===== src/rtl/rank_pdn_pkg.sv =====
package rank_pdn_pkg;
   typedef enum logic [1:0] {
      ST_UP   = 2'd0,
      ST_DOWN = 2'd1,
      ST_WAKE = 2'd2
   } pdn_state_e;

   typedef enum logic {
      MODE_OFF = 1'b0,
      MODE_PPD = 1'b1
   } pdn_mode_e;
endpackage


===== src/rtl/rank_pdn_cfg.sv =====
module rank_pdn_cfg
   import rank_pdn_pkg::*;
#(
   parameter int IDLE_W     = 8,
   parameter int TXP_W      = 4,
   parameter int DEF_THRESH = 16,
   parameter int DEF_TXP    = 4
) (
   input  logic              clk,
   input  logic              rst_n,
   input  logic              wr_en,
   input  logic              lock,
   input  logic              wr_mode,
   input  logic [IDLE_W-1:0] wr_thresh,
   input  logic [TXP_W-1:0]  wr_txp,
   output pdn_mode_e         mode_q,
   output logic [IDLE_W-1:0] thresh_q,
   output logic [TXP_W-1:0]  txp_q
);
   localparam logic [IDLE_W-1:0] RST_THRESH = IDLE_W'(DEF_THRESH);
   localparam logic [TXP_W-1:0]  RST_TXP    = TXP_W'(DEF_TXP);

   always_ff @(posedge clk) begin
      if (!rst_n) begin
         mode_q   <= MODE_OFF;
         thresh_q <= RST_THRESH;
         txp_q    <= RST_TXP;
      end else if (wr_en && !lock) begin
         mode_q   <= pdn_mode_e'(wr_mode);
         thresh_q <= wr_thresh;
         txp_q    <= wr_txp;
      end
   end
endmodule


===== src/rtl/rank_pdn_fsm.sv =====
module rank_pdn_fsm
   import rank_pdn_pkg::*;
#(
   parameter int IDLE_W = 8,
   parameter int TXP_W  = 4
) (
   input  logic              clk,
   input  logic              rst_n,
   input  logic              pending,
   input  logic              all_pre,
   input  logic              entry_en,
   input  logic              force_exit,
   input  logic [IDLE_W-1:0] thresh,
   input  logic [TXP_W-1:0]  txp,
   output logic              cke_low,
   output logic              busy,
   output logic              page_clr
);
   localparam logic [IDLE_W-1:0] IDLE_MAX = '1;

   pdn_state_e        st_q;
   logic [IDLE_W-1:0] idle_q;
   logic [TXP_W-1:0]  wake_q;
   logic              clr_q;
   logic              entry_ok;

   assign entry_ok = entry_en && !pending && all_pre && (idle_q >= thresh);

   always_ff @(posedge clk) begin
      if (!rst_n) begin
         st_q   <= ST_UP;
         idle_q <= '0;
         wake_q <= '0;
         clr_q  <= 1'b0;
      end else begin
         clr_q <= 1'b0;
         unique case (st_q)
            ST_UP: begin
               if (pending)
                  idle_q <= '0;
               else if (idle_q != IDLE_MAX)
                  idle_q <= idle_q + 1'b1;
               if (entry_ok) begin
                  st_q   <= ST_DOWN;
                  idle_q <= '0;
               end
            end
            ST_DOWN: begin
               if (pending || force_exit) begin
                  clr_q <= 1'b1;
                  if (txp == '0) begin
                     st_q <= ST_UP;
                  end else begin
                     st_q   <= ST_WAKE;
                     wake_q <= txp;
                  end
               end
            end
            ST_WAKE: begin
               if (wake_q <= 1)
                  st_q <= ST_UP;
               else
                  wake_q <= wake_q - 1'b1;
            end
            default: st_q <= ST_UP;
         endcase
      end
   end

   assign cke_low  = (st_q == ST_DOWN);
   assign busy     = (st_q != ST_UP);
   assign page_clr = clr_q;
endmodule


===== src/rtl/rank_pdn_ctrl.sv =====
module rank_pdn_ctrl
   import rank_pdn_pkg::*;
#(
   parameter int NUM_RANKS  = 4,
   parameter int IDLE_W     = 8,
   parameter int TXP_W      = 4,
   parameter int DEF_THRESH = 16,
   parameter int DEF_TXP    = 4
) (
   input  logic                 clk,
   input  logic                 rst_n,
   input  logic                 cfg_wr_en,
   input  logic                 cfg_lock,
   input  logic                 cfg_wr_mode,
   input  logic [IDLE_W-1:0]    cfg_wr_thresh,
   input  logic [TXP_W-1:0]     cfg_wr_txp,
   input  logic [NUM_RANKS-1:0] rank_pending,
   input  logic [NUM_RANKS-1:0] rank_all_pre,
   output logic [NUM_RANKS-1:0] cke_low,
   output logic [NUM_RANKS-1:0] rank_busy,
   output logic [NUM_RANKS-1:0] page_clr
);
   if (NUM_RANKS < 1) begin : g_bad_ranks
      $error("rank_pdn_ctrl: NUM_RANKS must be at least 1");
   end
   if (IDLE_W < 2 || IDLE_W > 32) begin : g_bad_idle
      $error("rank_pdn_ctrl: IDLE_W must be 2..32");
   end
   if (TXP_W < 1 || TXP_W > 16) begin : g_bad_txp
      $error("rank_pdn_ctrl: TXP_W must be 1..16");
   end
   if (DEF_THRESH < 0 || DEF_THRESH >= (64'd1 << IDLE_W)) begin : g_bad_dthr
      $error("rank_pdn_ctrl: DEF_THRESH does not fit IDLE_W");
   end
   if (DEF_TXP < 0 || DEF_TXP >= (64'd1 << TXP_W)) begin : g_bad_dtxp
      $error("rank_pdn_ctrl: DEF_TXP does not fit TXP_W");
   end

   pdn_mode_e         mode_q;
   logic [IDLE_W-1:0] thresh_q;
   logic [TXP_W-1:0]  txp_q;
   logic              entry_en;
   logic              force_exit;

   rank_pdn_cfg #(
      .IDLE_W    (IDLE_W),
      .TXP_W     (TXP_W),
      .DEF_THRESH(DEF_THRESH),
      .DEF_TXP   (DEF_TXP)
   ) u_cfg (
      .clk      (clk),
      .rst_n    (rst_n),
      .wr_en    (cfg_wr_en),
      .lock     (cfg_lock),
      .wr_mode  (cfg_wr_mode),
      .wr_thresh(cfg_wr_thresh),
      .wr_txp   (cfg_wr_txp),
      .mode_q   (mode_q),
      .thresh_q (thresh_q),
      .txp_q    (txp_q)
   );

   assign entry_en   = (mode_q == MODE_PPD) && (thresh_q != '0);
   assign force_exit = (mode_q == MODE_OFF);

   for (genvar r = 0; r < NUM_RANKS; r++) begin : g_rank
      rank_pdn_fsm #(
         .IDLE_W(IDLE_W),
         .TXP_W (TXP_W)
      ) u_fsm (
         .clk       (clk),
         .rst_n     (rst_n),
         .pending   (rank_pending[r]),
         .all_pre   (rank_all_pre[r]),
         .entry_en  (entry_en),
         .force_exit(force_exit),
         .thresh    (thresh_q),
         .txp       (txp_q),
         .cke_low   (cke_low[r]),
         .busy      (rank_busy[r]),
         .page_clr  (page_clr[r])
      );
   end
endmodule


===== config.mk =====
export PLATFORM = sky130hd
export DESIGN_NAME = rank_pdn_ctrl
export DESIGN_NICKNAME = d
export VERILOG_FILES = /design/src/rtl/rank_pdn_pkg.sv /design/src/rtl/rank_pdn_cfg.sv /design/src/rtl/rank_pdn_fsm.sv /design/src/rtl/rank_pdn_ctrl.sv
export SDC_FILE = /design/constraint.sdc
export NUM_CORES = 1
export LEC_CHECK = 0
export BUFFER_PORTS_ARGS = -buffer_cell sky130_fd_sc_hd__buf_2
export CAP_MARGIN = 20
export CORE_MARGIN = 3
export CORE_UTILIZATION = 55
export CTS_CLUSTER_DIAMETER = 150
export DETAILED_ROUTE_END_ITERATION = 16
export PLACE_DENSITY = 0.84
export SLEW_MARGIN = 20
export SYNTH_ARGS = -nofsm -noshare
export SYNTH_HDL_FRONTEND = slang
export SYNTH_SLANG_ARGS = --single-unit

===== constraint.sdc =====
create_clock -name clk -period 2.25 [get_ports clk]
set_input_delay 0.225 -clock clk [delete_from_list [all_inputs] [get_ports clk]]
set_output_delay 0.225 -clock clk [all_outputs]
set_load 0.01 [all_outputs]

==> results of run 1 <==
-- cell type report --
cell class	count	area, µm²
clock buffers	10	128
clock inverters	6	116
fillers	654	2650
inverters	34	128
multi-input cells	442	2870
flip-flops and latches	73	1470
well taps	102	128
repair buffers	58	353
-- power by group through the flow --
stage,Combinational [mW],Clock (mW),Sequential (mW)
global placement,0.257,0,1.37
CTS,0.275,1.29,1.34
floorplan,0.171,0,1.36
global route,0.328,1.34,1.34
detailed placement,0.267,0,1.37
finish,0.297,1.26,1.34
-- kinds of logic after synthesis --
logic type / after synthesis / synth area share
AOI/OAI and AO/OA: 163 / 0.238
buffers and inverters: 61 / 0.0606
and+or+nand+nor: 235 / 0.257
DFF: 73 / 0.323
adders and majority gates: 44 / 0.122
-- metal layers --
metal  track usage  vias up
li1              -     2135
met1         0.300     2039
met2         0.393      117
met3        0.0555       25
met4        0.0972        0
met5             0        -
-- critical path, stage by stage, from the launching register on --
cell,delay [ps]
dfxtp_2,370
inv_2,90
ha_1,330
nand2_1,90
nor4_2,270
a21o_1,210
a41oi_4,180
o21a_1,270
a32o_1,270
-- cell usage after synthesis, drive strengths merged (12+ instances only) --
master  number  area share
dfxtp       73        0.32
a21oi       64       0.071
nand2       63       0.053
nor2        56       0.046
ha          44        0.12
o21ai       39       0.045
inv         32       0.027
nor3        25       0.028
clkbuf      15       0.012
nand3       15       0.017
and3        13       0.018
nand2b      13       0.020
buf         12       0.020
-- what timing repair did --
| item | 4_1_cts | 5_1_grt |
|---|---|---|
| pin swaps | 1 | 7 |
| endpoints found under the setup margin | 15 | 23 |
| setup buffers | 0 | 2 |
| resized for setup | 6 | 24 |
-- metrics by stage --
step | hold slack [ps] | cell area (µm²)
after floorplan | 303 | 4520
after detailed placement | 459 | 4830
final | 93.5 | 5200
after global routing | 94.7 | 5200
after CTS | 79.9 | 5100
after global placement | 450 | 4830
-- flip-flops by register name, summed over array words and instances (netlist names) --
| name | cells |
|---|---|
| u_cfg.mode_q | 1 |
| g_rank.u_fsm.page_clr | 4 |
| g_rank.u_fsm.wake_q | 16 |
| g_rank.u_fsm.idle_q | 32 |
| g_rank.u_fsm.st_q | 8 |
| u_cfg.thresh_q | 8 |
| u_cfg.txp_q | 4 |
-- how the worst max path moves through the flow --
stage               cells after the start                       from  slack [ps]                         to
CTS                                     8          u_cfg.thresh_q[5]          20  g_rank[2].u_fsm.idle_q[3]
global route                            8          u_cfg.thresh_q[7]         -40  g_rank[2].u_fsm.idle_q[3]
detailed placement                      7          u_cfg.thresh_q[0]        -170  g_rank[0].u_fsm.idle_q[5]
global placement                        7          u_cfg.thresh_q[0]          30  g_rank[2].u_fsm.idle_q[2]
floorplan                               8  g_rank[3].u_fsm.idle_q[0]         100  g_rank[3].u_fsm.idle_q[2]
finish                                  8          u_cfg.thresh_q[7]          50  g_rank[2].u_fsm.idle_q[3]
==> impl_metrics.env, run 1 <==
export IMPL_top_layer="met4"
export IMPL_numCtsBuffers=9
export IMPL_area_growth_pct=14.9
export IMPL_htreeDepth=3
export IMPL_die_area_um2=9350
export IMPL_clkSinkCount=73
export IMPL_hp_class="input pin to flop"
export IMPL_outcome="completed"
export IMPL_synth_distinct_cells=52
export IMPL_r2r_start="u_cfg.thresh_q[7]"
export IMPL_portBuffers=36
export IMPL_power_share_switching=0.245
export IMPL_min_to="u_cfg.txp_q[2]"
export IMPL_drt_iter0_drc=299
export IMPL_final_setup_tns_ps=0
export IMPL_gp_congestion=0.906
export IMPL_clock_path_buffers=2
export IMPL_grt_antenna_before_repair=0
export IMPL_powerDensity_nw_per_um2=557
export IMPL_clkSlewWorstSetupHoldPaths_ps=80
export IMPL_n_antenna_cell=0
export IMPL_r2r_setup_slack_ps=50
export IMPL_cts_root_buf="clkbuf_8"
export IMPL_grt_start_max_net_pins=32
export IMPL_dp_slack_ps=-167
export IMPL_setup_viol=0
export IMPL_pwr_share_seq=0.462
export IMPL_wl_met1_um=4880
export IMPL_drtPass1Iterations=5
export IMPL_yosysSeqAreaShare=0.323
export IMPL_layout_common_cells="dfxtp_1 (65), a21oi_1 (64), nand2_1 (62)"
export IMPL_min_period_ps=2200
export IMPL_p_int_mw=2.19
export IMPL_fin_skew_ps=14.9
export IMPL_max_cap_violations=0
export IMPL_hold_buffers=0
export IMPL_hpwlAfterDp_um=8060
export IMPL_detail_route_antenna_nets=0
export IMPL_critPathCaptureType="flop"
export IMPL_synth_async_reset_ratio=0
export IMPL_route_met3_wl_um=601
export IMPL_grt_pass1_vias=4112
export IMPL_layout_setup_ws_ps=49.2
export IMPL_vdd_drop_max_mv=0.431
export IMPL_core_area_um2=7850
export IMPL_clock_fmax_mhz=454
export IMPL_netlist_instances=576
export IMPL_synthFlopType="dfxtp_1"
export IMPL_ios=37
export IMPL_drt_wl_total_um=11400
export IMPL_hp_start="cfg_wr_txp[2]"
export IMPL_drv_slew=0
export IMPL_fp_dieH_um=96.7
export IMPL_r2r_cells=8
export IMPL_hold_path_depth=3
export IMPL_worstPathRequired_ps=2490
export IMPL_leakagePower_nw=2.11
export IMPL_synth_warnings=0
export IMPL_grt_use_total=0.238
export IMPL_post_route_period_util=0.978
export IMPL_num_rows=32
export IMPL_syn_avg_cell_area_um2=7.85
export IMPL_path_class="flop to flop"
export IMPL_crit_fanout=7
export IMPL_vias=4316
export IMPL_combPwrFrac=0.102
export IMPL_worst_slew_pin_slew_ps=618
export IMPL_syn_nets=645
export IMPL_layout_drive_gt1_share=0.193
export IMPL_critPathLaunchType="flop"
export IMPL_cts_tree="yes"
export IMPL_start_util=0.576
export IMPL_overflow=0
export IMPL_dpl_cell_count=707
export IMPL_fin_util=0.662
export IMPL_relSlewSlack=0.588
export IMPL_final_common_cell="dfxtp_1"
export IMPL_switching_power_mw=0.710
export IMPL_clk_latency_ps=360
export IMPL_synth_seq_cells=73
export IMPL_clkPwrFrac=0.435
export IMPL_synth_edf_count=0
export IMPL_grt_pass1_wl_um=18800
export IMPL_nets=687
export IMPL_fin_cells=725
export IMPL_wl_met2_um=5550
export IMPL_die_x_um=96.7
export IMPL_worstPathArrival_ps=2440
export IMPL_post_drt_via_cell_ratio=5.95
export IMPL_finalPower_mw=2.90
export IMPL_finalHoldViolations=0
export IMPL_wire_per_inst_um=15.7
export IMPL_r2r_end="g_rank[2].u_fsm.idle_q[3]"
export IMPL_netlist_area_um2=4520
export IMPL_drc=0
Power figures use the tool's default switching activity.
==> inputs of run 2 (changes only) <==
--- a/config.mk
+++ b/config.mk
@@ -5,6 +5,7 @@
 export SDC_FILE = /design/constraint.sdc
 export NUM_CORES = 1
 export LEC_CHECK = 0
+export ABC_AREA = 1
 export BUFFER_PORTS_ARGS = -buffer_cell sky130_fd_sc_hd__buf_2
 export CAP_MARGIN = 20
 export CORE_MARGIN = 3
@@ -12,6 +13,7 @@
 export CTS_CLUSTER_DIAMETER = 150
 export DETAILED_ROUTE_END_ITERATION = 16
 export PLACE_DENSITY = 0.84
+export REMOVE_ABC_BUFFERS = 1
 export SLEW_MARGIN = 20
 export SYNTH_ARGS = -nofsm -noshare
 export SYNTH_HDL_FRONTEND = slang
==> impl_metrics.env, run 2 <==
export IMPL_die_x_um=101
export IMPL_area_growth_pct=7.57
export IMPL_final_common_cell="nand2_1"
export IMPL_grt_pass1_vias=4510
export IMPL_core_area_um2=8760
export IMPL_grt_util_met3=0.0489
export IMPL_drc=0
export IMPL_post_route_period_util=0.851
export IMPL_critPathLaunchType="flop"
export IMPL_nets=839
export IMPL_clock_path_buffers=2
export IMPL_clkPwrFrac=0.381
export IMPL_fin_hold_ws_ps=78.6
export IMPL_cts_setup_buffers=0
export IMPL_p_int_mw=1.92
export IMPL_place_area_um2=5190
export IMPL_cts_resized=0
export IMPL_grt_pass1_wl_um=20300
export IMPL_rsz0062_at_grt="no"
export IMPL_drv_slew=0
export IMPL_syn_avg_cell_area_um2=6.72
export IMPL_powerDensity_nw_per_um2=487
export IMPL_grt_antenna_before_repair=0
export IMPL_grt_busiest_layer="met2"
export IMPL_synth_edf_count=0
export IMPL_start_util=0.570
export IMPL_relSlewSlack=0.438
export IMPL_hold_buffers=0
export IMPL_clock_fmax_mhz=522
export IMPL_gp_congestion=0.917
export IMPL_clkSlewWorstSetupHoldPaths_ps=80
export IMPL_largest_reg_flops=32
export IMPL_power_share_switching=0.266
export IMPL_n_antenna_cell=0
export IMPL_post_drt_via_cell_ratio=5.43
export IMPL_max_cap_violations=0
export IMPL_worstPathRequired_ps=2540
export IMPL_synthFlopType="dfxtp_1"
export IMPL_synth_distinct_cells=36
export IMPL_switching_power_mw=0.695
export IMPL_min_period_ps=1920
export IMPL_ios=37
export IMPL_overflow=0
export IMPL_setup_viol=0
export IMPL_yosysSeqAreaShare=0.293
export IMPL_synthTopCellsByCount="nand2_1 (167), inv_1 (98), nor2_1 (83), dfxtp_1 (73), a21oi_1 (63)"
export IMPL_netlist_area_um2=4990
export IMPL_layout_drive_gt1_share=0.123
export IMPL_numCtsBuffers=9
export IMPL_critPathCaptureType="flop"
export IMPL_fillers=802
export IMPL_pwr_share_seq=0.512
export IMPL_synth_async_reset_ratio=0
export IMPL_wire_per_inst_um=13.4
export IMPL_largest_register="g_rank.u_fsm.idle_q"
export IMPL_synth_seq_cells=73
export IMPL_grt_use_total=0.244
export IMPL_vias=4789
export IMPL_cts_tree="yes"
export IMPL_outcome="completed"
export IMPL_finalHoldViolations=0
export IMPL_worst_slew_pin_slew_ps=840
export IMPL_synth_warnings=0
export IMPL_path_class="flop to flop"
export IMPL_hp_class="input pin to flop"
export IMPL_netlist_instances=743
export IMPL_die_area_um2=10300
export IMPL_hpwlAfterDp_um=8730
export IMPL_finalPower_mw=2.62
export IMPL_drt_iter0_drc=301
export IMPL_met1_usage=0.316
export IMPL_yosysMostFrequentCell="nand2_1"
export IMPL_yosys_area_top_type_share=0.293
export IMPL_grtUsageMet2=0.406
export IMPL_layout_common_cells="nand2_1 (167), inv_1 (98), nor2_1 (83)"
export IMPL_detail_route_antenna_nets=0
export IMPL_synth_area_leader_cell="dfxtp_1"
export IMPL_clk_latency_ps=360
export IMPL_crit_fanout=9
export IMPL_reg_largest_list="g_rank.u_fsm.idle_q (32), g_rank.u_fsm.wake_q (16)"
export IMPL_clkSinkCount=73
export IMPL_fin_util=0.613
export IMPL_ys_top_cells_by_area="dfxtp_1 (29%), nand2_1 (13%), ha_1 (11%)"
export IMPL_drt_wl_total_um=11800
export IMPL_cts_root_buf="clkbuf_8"
export IMPL_combPwrFrac=0.108
export IMPL_htreeDepth=3
export IMPL_leakagePower_nw=2.40
export IMPL_grt_start_max_net_pins=31
export IMPL_drtPass1Iterations=5
export IMPL_final_cell_area_um2=5370
export IMPL_worstPathArrival_ps=2200
export IMPL_final_setup_tns_ps=0
export IMPL_portBuffers=36
export IMPL_num_rows=34
export IMPL_vdd_drop_max_mv=0.381
export IMPL_fp_dieH_um=101
export IMPL_fin_skew_ps=5.81
==> run 2: cell types whose count changed after synthesis, sizes merged, moves of 13 or more <==
cell / change
and3: -13
nand2: +118
inv: +70
nand4: +27
nand2b: -13
nor2: +36
nor3: -16
nand3: +14
==> run 2: stage by stage <==
step	std cells	setup WS (ps)
final	882	335
after floorplan	717	690
after global routing	882	76.8
after global placement	867	398
after detailed placement	867	362
after CTS	882	343
==> run 2: worst max-delay path, cell delays in order, from the launching register on <==
cell and delay (ps):
dfxtp_1 300, inv_1 230, ha_1 310, nand2_1 100, nor2_1 50, nor2_1 70
nand2_1 50, nand2_1 50, nand2_1 110, nand2_2 200, nand2_4 80, nand2_4 100
nand2_1 60, a21oi_1 120
==> run 2: logic make-up after synthesis <==
kind of cell,synth area share
xor+xnor,0.0140
flops,0.293
buf+inv,0.113
simple gates,0.329
compound gates,0.141
fa+ha+maj,0.110
==> run 2: power by group through the flow <==
| stage | clock network, mW | registers, mW | logic (mW) |
|---|---|---|---|
| after global placement | 0 | 1.37 | 0.263 |
| after global routing | 1.06 | 1.34 | 0.322 |
| final | 0.996 | 1.34 | 0.281 |
| after floorplan | 0 | 1.36 | 0.182 |
| after detailed placement | 0 | 1.37 | 0.275 |
| after CTS | 1.01 | 1.34 | 0.279 |
==> run 2: final timing paths <==
kind	startpoint	to	slack (ps)	depth (start not counted)
max	u_cfg.thresh_q[3]	g_rank[3].u_fsm.idle_q[5]	330	13
min	cfg_wr_txp[2]	u_cfg.txp_q[2]	80	3
max reg2reg	u_cfg.thresh_q[3]	g_rank[3].u_fsm.idle_q[5]	330	13
min reg2reg	u_cfg.txp_q[3]	g_rank[0].u_fsm.wake_q[3]	490	2
==> run 2: final cells by class <==
| type | instances | area, µm² | area share |
|---|---|---|---|
| clock inverter | 3 | 42.5 | 0.00792 |
| tap | 108 | 135 | 0.0252 |
| multi-input combinational | 537 | 2970 | 0.553 |
| inverter | 107 | 403 | 0.0750 |
| clock buffer | 12 | 135 | 0.0252 |
| sequential | 73 | 1460 | 0.272 |
| timing repair buffer | 42 | 225 | 0.0419 |
==> run 2: routing by layer <==
layer  share of wire  vias to the layer above  wire length (µm)
li1                -                     2477                 -
met1            0.45                     2161              5320
met2            0.48                      131              5610
met3           0.056                       20               657
met4           0.018                        0               218
met5               0                        -                 0
